`config.mk`:
```
export PLATFORM = sky130hd
export DESIGN_NAME = dctl_regs
export DESIGN_NICKNAME = d
export VERILOG_FILES = /design/src/rtl/dctl_pkg.sv /design/src/rtl/dctl_ctrl_reg.sv /design/src/rtl/dctl_view.sv /design/src/rtl/dctl_regs.sv
export SDC_FILE = /design/constraint.sdc
export NUM_CORES = 1
export LEC_CHECK = 0
export BUFFER_PORTS_ARGS = -buffer_cell sky130_fd_sc_hd__buf_2
export CAP_MARGIN = 20
export CORE_MARGIN = 8
export CORE_UTILIZATION = 35
export CTS_BUF_LIST = sky130_fd_sc_hd__clkbuf_8
export CTS_CLUSTER_SIZE = 40
export DETAILED_ROUTE_END_ITERATION = 10
export PLACE_DENSITY = 0.82
export REMOVE_ABC_BUFFERS = 1
export SYNTH_ARGS = -nofsm -noshare
export SYNTH_HDL_FRONTEND = slang
export SYNTH_SLANG_ARGS = --single-unit
```
`constraint.sdc`:
```
create_clock -name clk -period 1.63 [get_ports clk]
set_input_delay 0.163 -clock clk [delete_from_list [all_inputs] [get_ports clk]]
set_output_delay 0.163 -clock clk [all_outputs]
set_load 0.02 [all_outputs]
```
`src/rtl/dctl_pkg.sv`:
```
package dctl_pkg;
  localparam int WORD_W = 32;

  // Control word bit positions (decoded by the rest of the distributor)
  localparam int B_EN0   = 0;
  localparam int B_EN1NS = 1;
  localparam int B_EN1S  = 2;
  localparam int B_ARES  = 4;
  localparam int B_ARENS = 5;
  localparam int B_DS    = 6;
  localparam int B_RWP   = 31;

  // Type word bit positions
  localparam int T_A3V    = 24;
  localparam int T_NO1N   = 25;
  localparam int T_IDLSB  = 19;
  localparam int T_DVIS   = 18;
  localparam int T_LPIS   = 17;
  localparam int T_SECEXT = 10;
  localparam int T_NMI    = 9;

  // Register byte offsets
  localparam int OFS_CTRL = 0;
  localparam int OFS_TYPE = 4;

  typedef struct packed {
    logic ds;
    logic are_ns;
    logic en1s;
    logic en1ns;
    logic en0;
  } ctrl_state_t;
endpackage

```
`src/rtl/dctl_ctrl_reg.sv`:
```
module dctl_ctrl_reg
  import dctl_pkg::*;
#(
  parameter bit SINGLE_SEC = 1'b0
) (
  input  logic              clk,
  input  logic              rst,
  input  logic              wr_en,
  input  logic              wr_secure,
  input  logic [WORD_W-1:0] wr_data,
  output ctrl_state_t       state
);
  localparam logic [WORD_W-1:0] M_DS_SET = (WORD_W'(1) << B_EN0) | (WORD_W'(1) << B_EN1NS);
  localparam logic [WORD_W-1:0] M_SEC    = M_DS_SET | (WORD_W'(1) << B_EN1S) | (WORD_W'(1) << B_DS);
  localparam logic [WORD_W-1:0] M_NSEC   = WORD_W'(1) << B_EN1NS;

  logic [WORD_W-1:0] wmask;
  logic [WORD_W-1:0] cur_w;
  logic [WORD_W-1:0] nxt_w;
  ctrl_state_t       nxt;
  logic              unused_nxt;

  always_comb begin
    if (state.ds)      wmask = M_DS_SET;
    else if (wr_secure) wmask = M_SEC;
    else               wmask = M_NSEC;
  end

  always_comb begin
    cur_w          = '0;
    cur_w[B_EN0]   = state.en0;
    cur_w[B_EN1NS] = state.en1ns;
    cur_w[B_EN1S]  = state.en1s;
    cur_w[B_ARENS] = state.are_ns;
    cur_w[B_DS]    = state.ds;
    nxt_w          = (cur_w & ~wmask) | (wr_data & wmask);
  end

  assign unused_nxt = ^{nxt_w[WORD_W-1:B_DS+1], nxt_w[B_ARENS:B_ARES]};

  always_comb begin
    nxt.en0    = nxt_w[B_EN0];
    nxt.en1ns  = nxt_w[B_EN1NS];
    nxt.en1s   = nxt_w[B_EN1S];
    nxt.ds     = nxt_w[B_DS];
    nxt.are_ns = state.are_ns;
    if (nxt_w[B_DS] && !state.ds) begin
      nxt.en1s   = 1'b0;
      nxt.are_ns = 1'b0;
    end
  end

  always_ff @(posedge clk) begin
    if (rst) begin
      state.en0    <= 1'b0;
      state.en1ns  <= 1'b0;
      state.en1s   <= 1'b0;
      state.ds     <= SINGLE_SEC;
      state.are_ns <= ~SINGLE_SEC;
    end else if (wr_en) begin
      state <= nxt;
    end
  end
endmodule

```
`src/rtl/dctl_view.sv`:
```
module dctl_view
  import dctl_pkg::*;
#(
  parameter int NUM_IRQ  = 256,
  parameter int REVISION = 3
) (
  input  ctrl_state_t       state,
  input  logic              rd_secure,
  input  logic              sel_ctrl,
  input  logic              sel_type,
  input  logic              cfg_lpi_en,
  input  logic              cfg_nmi_en,
  output logic [WORD_W-1:0] rd_data
);
  localparam int          LINES_M1 = (NUM_IRQ / 32) - 1;
  localparam logic        HAS_DVIS = (REVISION >= 4);
  localparam logic [WORD_W-1:0] TYPE_FIXED =
      (WORD_W'(1) << T_NO1N) | (WORD_W'(1) << T_A3V) |
      (WORD_W'(4'hF) << T_IDLSB) | (WORD_W'(HAS_DVIS) << T_DVIS) |
      WORD_W'(LINES_M1 & 5'h1F);
  localparam logic [WORD_W-1:0] NS_VIEW =
      (WORD_W'(1) << B_RWP) | (WORD_W'(1) << B_ARES) | (WORD_W'(1) << B_EN1NS);

  logic [WORD_W-1:0] sec_view;
  logic [WORD_W-1:0] ctrl_view;
  logic [WORD_W-1:0] type_view;

  always_comb begin
    sec_view          = '0;
    sec_view[B_EN0]   = state.en0;
    sec_view[B_EN1NS] = state.en1ns;
    sec_view[B_EN1S]  = state.en1s;
    sec_view[B_ARES]  = 1'b1;
    sec_view[B_ARENS] = state.are_ns;
    sec_view[B_DS]    = state.ds;
    sec_view[B_RWP]   = 1'b0;
    ctrl_view = (rd_secure || state.ds) ? sec_view : (sec_view & NS_VIEW);
  end

  always_comb begin
    type_view           = TYPE_FIXED;
    type_view[T_LPIS]   = cfg_lpi_en;
    type_view[T_NMI]    = cfg_nmi_en;
    type_view[T_SECEXT] = ~state.ds;
  end

  always_comb begin
    if (sel_ctrl)      rd_data = ctrl_view;
    else if (sel_type) rd_data = type_view;
    else               rd_data = '0;
  end
endmodule

```
`src/rtl/dctl_regs.sv`:
```
module dctl_regs
  import dctl_pkg::*;
#(
  parameter int ADDR_W     = 8,
  parameter int NUM_IRQ    = 256,
  parameter int REVISION   = 3,
  parameter bit SINGLE_SEC = 1'b0
) (
  input  logic              clk,
  input  logic              rst,
  input  logic              req_valid,
  input  logic              req_write,
  input  logic              req_secure,
  input  logic [ADDR_W-1:0] req_addr,
  input  logic [31:0]       req_wdata,
  output logic              rsp_valid,
  output logic [31:0]       rsp_rdata,
  input  logic              cfg_lpi_en,
  input  logic              cfg_nmi_en,
  output logic              en_grp0,
  output logic              en_grp1ns,
  output logic              en_grp1s,
  output logic              ds_mode
);
  localparam logic [ADDR_W-1:0] A_CTRL = ADDR_W'(OFS_CTRL);
  localparam logic [ADDR_W-1:0] A_TYPE = ADDR_W'(OFS_TYPE);

  logic              sel_ctrl;
  logic              sel_type;
  logic              ctrl_wr;
  logic              rd_req;
  logic [WORD_W-1:0] rd_next;
  ctrl_state_t       state;

  assign sel_ctrl = (req_addr == A_CTRL);
  assign sel_type = (req_addr == A_TYPE);
  assign ctrl_wr  = req_valid && req_write && sel_ctrl;
  assign rd_req   = req_valid && !req_write;

  dctl_ctrl_reg #(.SINGLE_SEC(SINGLE_SEC)) ctrl_i (
    .clk       (clk),
    .rst       (rst),
    .wr_en     (ctrl_wr),
    .wr_secure (req_secure),
    .wr_data   (req_wdata),
    .state     (state)
  );

  dctl_view #(.NUM_IRQ(NUM_IRQ), .REVISION(REVISION)) view_i (
    .state      (state),
    .rd_secure  (req_secure),
    .sel_ctrl   (sel_ctrl),
    .sel_type   (sel_type),
    .cfg_lpi_en (cfg_lpi_en),
    .cfg_nmi_en (cfg_nmi_en),
    .rd_data    (rd_next)
  );

  always_ff @(posedge clk) begin
    if (rst) begin
      rsp_valid <= 1'b0;
      rsp_rdata <= '0;
    end else begin
      rsp_valid <= rd_req;
      rsp_rdata <= rd_req ? rd_next : '0;
    end
  end

  assign en_grp0   = state.en0;
  assign en_grp1ns = state.en1ns;
  assign en_grp1s  = state.en1s;
  assign ds_mode   = state.ds;
endmodule

```
==> impl_metrics.yaml <==
route:
  first_pass_iters: 3
  avgViaCountPerCell: 4.257
  num_vias: 613
  wl_per_cell_um: 11.96
  remaining_drc_errors: 0
  antenna_left: 0
  totalWireLength_mm: 1.722
  drt_iter0_drc: 5
sta:
  grt_setup_unrepaired: "no"
  final_period_minus_worst_setup_slack_ns: 1.215
  fin_skew_ns: 0.003995
  slew_violations: 0
  clock.fmax_mhz: 822.9
  tns_ns: 0
  setup_viols_final: 0
  report.final.hold_viol_count: 0
  holdWs_ns: 0.1191
  final.period_utilization: 0.7456
clock_tree:
  clkLatencyLatePin_ns: 0.25
  post-cts-setup-buffer-count: 0
  ctsLongestPathBuffers: 2
  cts.hold.buffers_added: 0
  cts.clk_slew.worst_paths_ns: 0.06
  number_of_gates_resized_after_cts: 0
  cts.root.buffer_cell: "sky130_fd_sc_hd__clkbuf_8"
  cts_max_level: 1
  cts.sinks: 16
  number_of_buffers_added_by_the_clock_tree_synthesis_step: 3
  tritoncts: "built"
pwr:
  power.static_leakage_nw: 0.5016
  pwr-share-seq: 0.473
  overall_power_of_the_completed_layout_mw: 0.8291
  worst_ir_drop_vdd_mv: 0.4194
  sw_frac_of_total: 0.2371
  internal_power_mw: 0.6325
  p_sw_mw: 0.1966
  power_frac_clock: 0.418
  p_per_area_nw_per_um2: 888.2
  power.share.combinational: 0.109
floorplanning:
  floorplan.io_pins: 84
  die_area_sq_um: 3912
  chipWidth_um: 62.55
  dieHeight_um: 62.55
  initial_core_util: 0.3565
  core.rowCount: 17
  floorplan.core_area_sq_um: 2127
synth:
  synth.ff_latch_count: 16
  yosys.area_share.adder: 0
  synth-edff-count: 0
  netlist.area_leader.share: 0.4224
  synthSimpleGateAreaFrac: 0.2640
  synthDominantAreaCellType: "sky130_fd_sc_hd__dfxtp_1"
  synth.area.top_cells: "sky130_fd_sc_hd__dfxtp_1 42%, sky130_fd_sc_hd__buf_4 22%, sky130_fd_sc_hd__nor2_1 4.0%"
  dominant_combinational_cell_family_by_area_after_synthesis: "simple AND/OR/NAND/NOR gates"
  ys_dominant_reg_cell: "sky130_fd_sc_hd__dfxtp_1"
  yosysSeqAreaShare: 0.4224
  netlist_area_sq_um: 758.2
  synthesis.area_per_instance_sq_um: 9.478
  netlist_instances: 80
  synth_compound_gate_area_share: 0.05446
  synth.mux.area_fraction: 0.02640
  number_of_distinct_library_cell_variants_in_the_gate_level_netlist_after_synthesis: 25
  synthesis.yosys.warnings: 0
  synth_xor_area_frac: 0
  share_of_flip_flops_with_an_asynchronous_set_or_reset_after_synthesis: 0
cells_and_area:
  antenna-diode-count: 0
  instances_no_fill: 144
  final_design_area_no_fill_sq_um: 933.4
  syn2layout_area_growth_pct: 23.10
  final_net_count: 164
  fraction_of_final_layout_cells_with_drive_strength_greater_than_1: 0.4138
  mostFrequentLayoutCell: "sky130_fd_sc_hd__buf_2"
  layout_common_cells: "38 x sky130_fd_sc_hd__buf_2, 17 x sky130_fd_sc_hd__conb_1, 16 x sky130_fd_sc_hd__dfxtp_1"
worst_setup_path:
  cp_required_ns: 1.82
  r2r_setup_slack_ns: 0.54
  reg2reg_from: "ctrl_i.state[4]"
  path_buf_inv: 1
  crit_type: "in2reg"
  crit_slowest_cell: "sky130_fd_sc_hd__or4_4"
  critPathTopFamily: "simple AND/OR/NAND/NOR gates"
  worst_path_max_stage_delay_ns: 0.57
  critical_path.cell_chain: "buf_2, or4_4, nor4_4, mux2i_1"
  worst_setup_path_start_kind: "primary input"
  r2r.worst_path.cells: 3
  cp.arrival_ns: 1.40
  critPathCaptureType: "register"
  crit_path_max_fanout: 4
global_routing:
  globalRouteTotalUtil: 0.08927
  grt_pass1_wl_mm: 2.863
  overflow: 0
  via_count_of_the_first_global_routing_pass: 684
  antenna_found_initial: 0
  grt_max_degree: 10
run_status:
  status: "finished clean"
placement:
  gp_congestion: 0.7558
  dpl.hpwl_mm: 1.491
  place_inst: 140
  placed_cell_area_sq_um: 878.3
  port-buffer-count: 38
min_path:
  hold_path_depth: 2
  whs_endpoint: "rsp_valid"
  hp-start: "req_write"
  timing.hold.worst.class: "in2reg"
run:
  drv_cap: 0
[layer usage]
metal,GRT usage,share of wire,vias up
met5,0,0,-
met4,0.07977,0.037,0
met3,0.05018,0.12,7
met2,0.1488,0.49,39
met1,0.07438,0.35,262
li1,-,-,305
[power by group through the flow]
stage	combinational, mW	sequential, mW	clock (mW)
after global placement	0.0869	0.401	0
after global routing	0.0991	0.392	0.373
after floorplan	0.0548	0.403	0
after detailed placement	0.0885	0.401	0
final	0.0902	0.393	0.346
after CTS	0.0888	0.393	0.349
[worst max path at each step]
| stage | cells after the start | slack (ns) | from | to |
|---|---|---|---|---|
| after floorplan | 3 | 0.33 | req_addr[6] | ctrl_i.state[2] |
| after global placement | 4 | 0.17 | req_addr[6] | ctrl_i.state[2] |
| after detailed placement | 4 | 0.15 | req_addr[6] | ctrl_i.state[2] |
| after CTS | 4 | 0.41 | req_addr[6] | ctrl_i.state[2] |
| after global routing | 4 | 0.37 | req_addr[6] | register |
| final | 4 | 0.41 | req_addr[6] | ctrl_i.state[2] |
[through the flow]
stage | setup WS [ns] | util
2_1_floorplan | 0.3306 | -
3_3_place_gp | 0.1726 | 0.4129
3_5_place_dp | 0.1506 | 0.4129
4_1_cts | 0.4145 | 0.4388
5_1_grt | 0.3744 | 0.4388
6_report | 0.4147 | 0.4388
[area by class of cell]
cell class,count,area (sq um)
Clock buffer,4,55.05
Tap cell,28,35.03
Inverter,2,7.507
Sequential cell,16,320.3
Timing Repair Buffer,38,190.2
Fill cell,221,1194
Multi-Input combinational cell,56,325.3
[cells by family (layout without fill, tap and decap cells)]
family / count (synthesis) / after routing
other cells: 1 / 17
buf+inv: 24 / 44
flops: 16 / 16
compound gates: 6 / 6
simple gates: 31 / 31
mux: 2 / 2
[registers in the layout (all words and copies together) (netlist names), named ones only]
name,cells
rsp_valid,1
ctrl_i.state,4
rsp_rdata,10
[synthesized netlist by cell type (2+ instances only)]
cell                      count
sky130_fd_sc_hd__a21oi_1      3
sky130_fd_sc_hd__and3_1       4
sky130_fd_sc_hd__buf_4       22
sky130_fd_sc_hd__dfxtp_1     16
sky130_fd_sc_hd__inv_1        2
sky130_fd_sc_hd__mux2i_1      2
sky130_fd_sc_hd__nand2_1      5
sky130_fd_sc_hd__nor2_1       8
sky130_fd_sc_hd__nor3_1       2
Power figures use the tool's default switching activity.
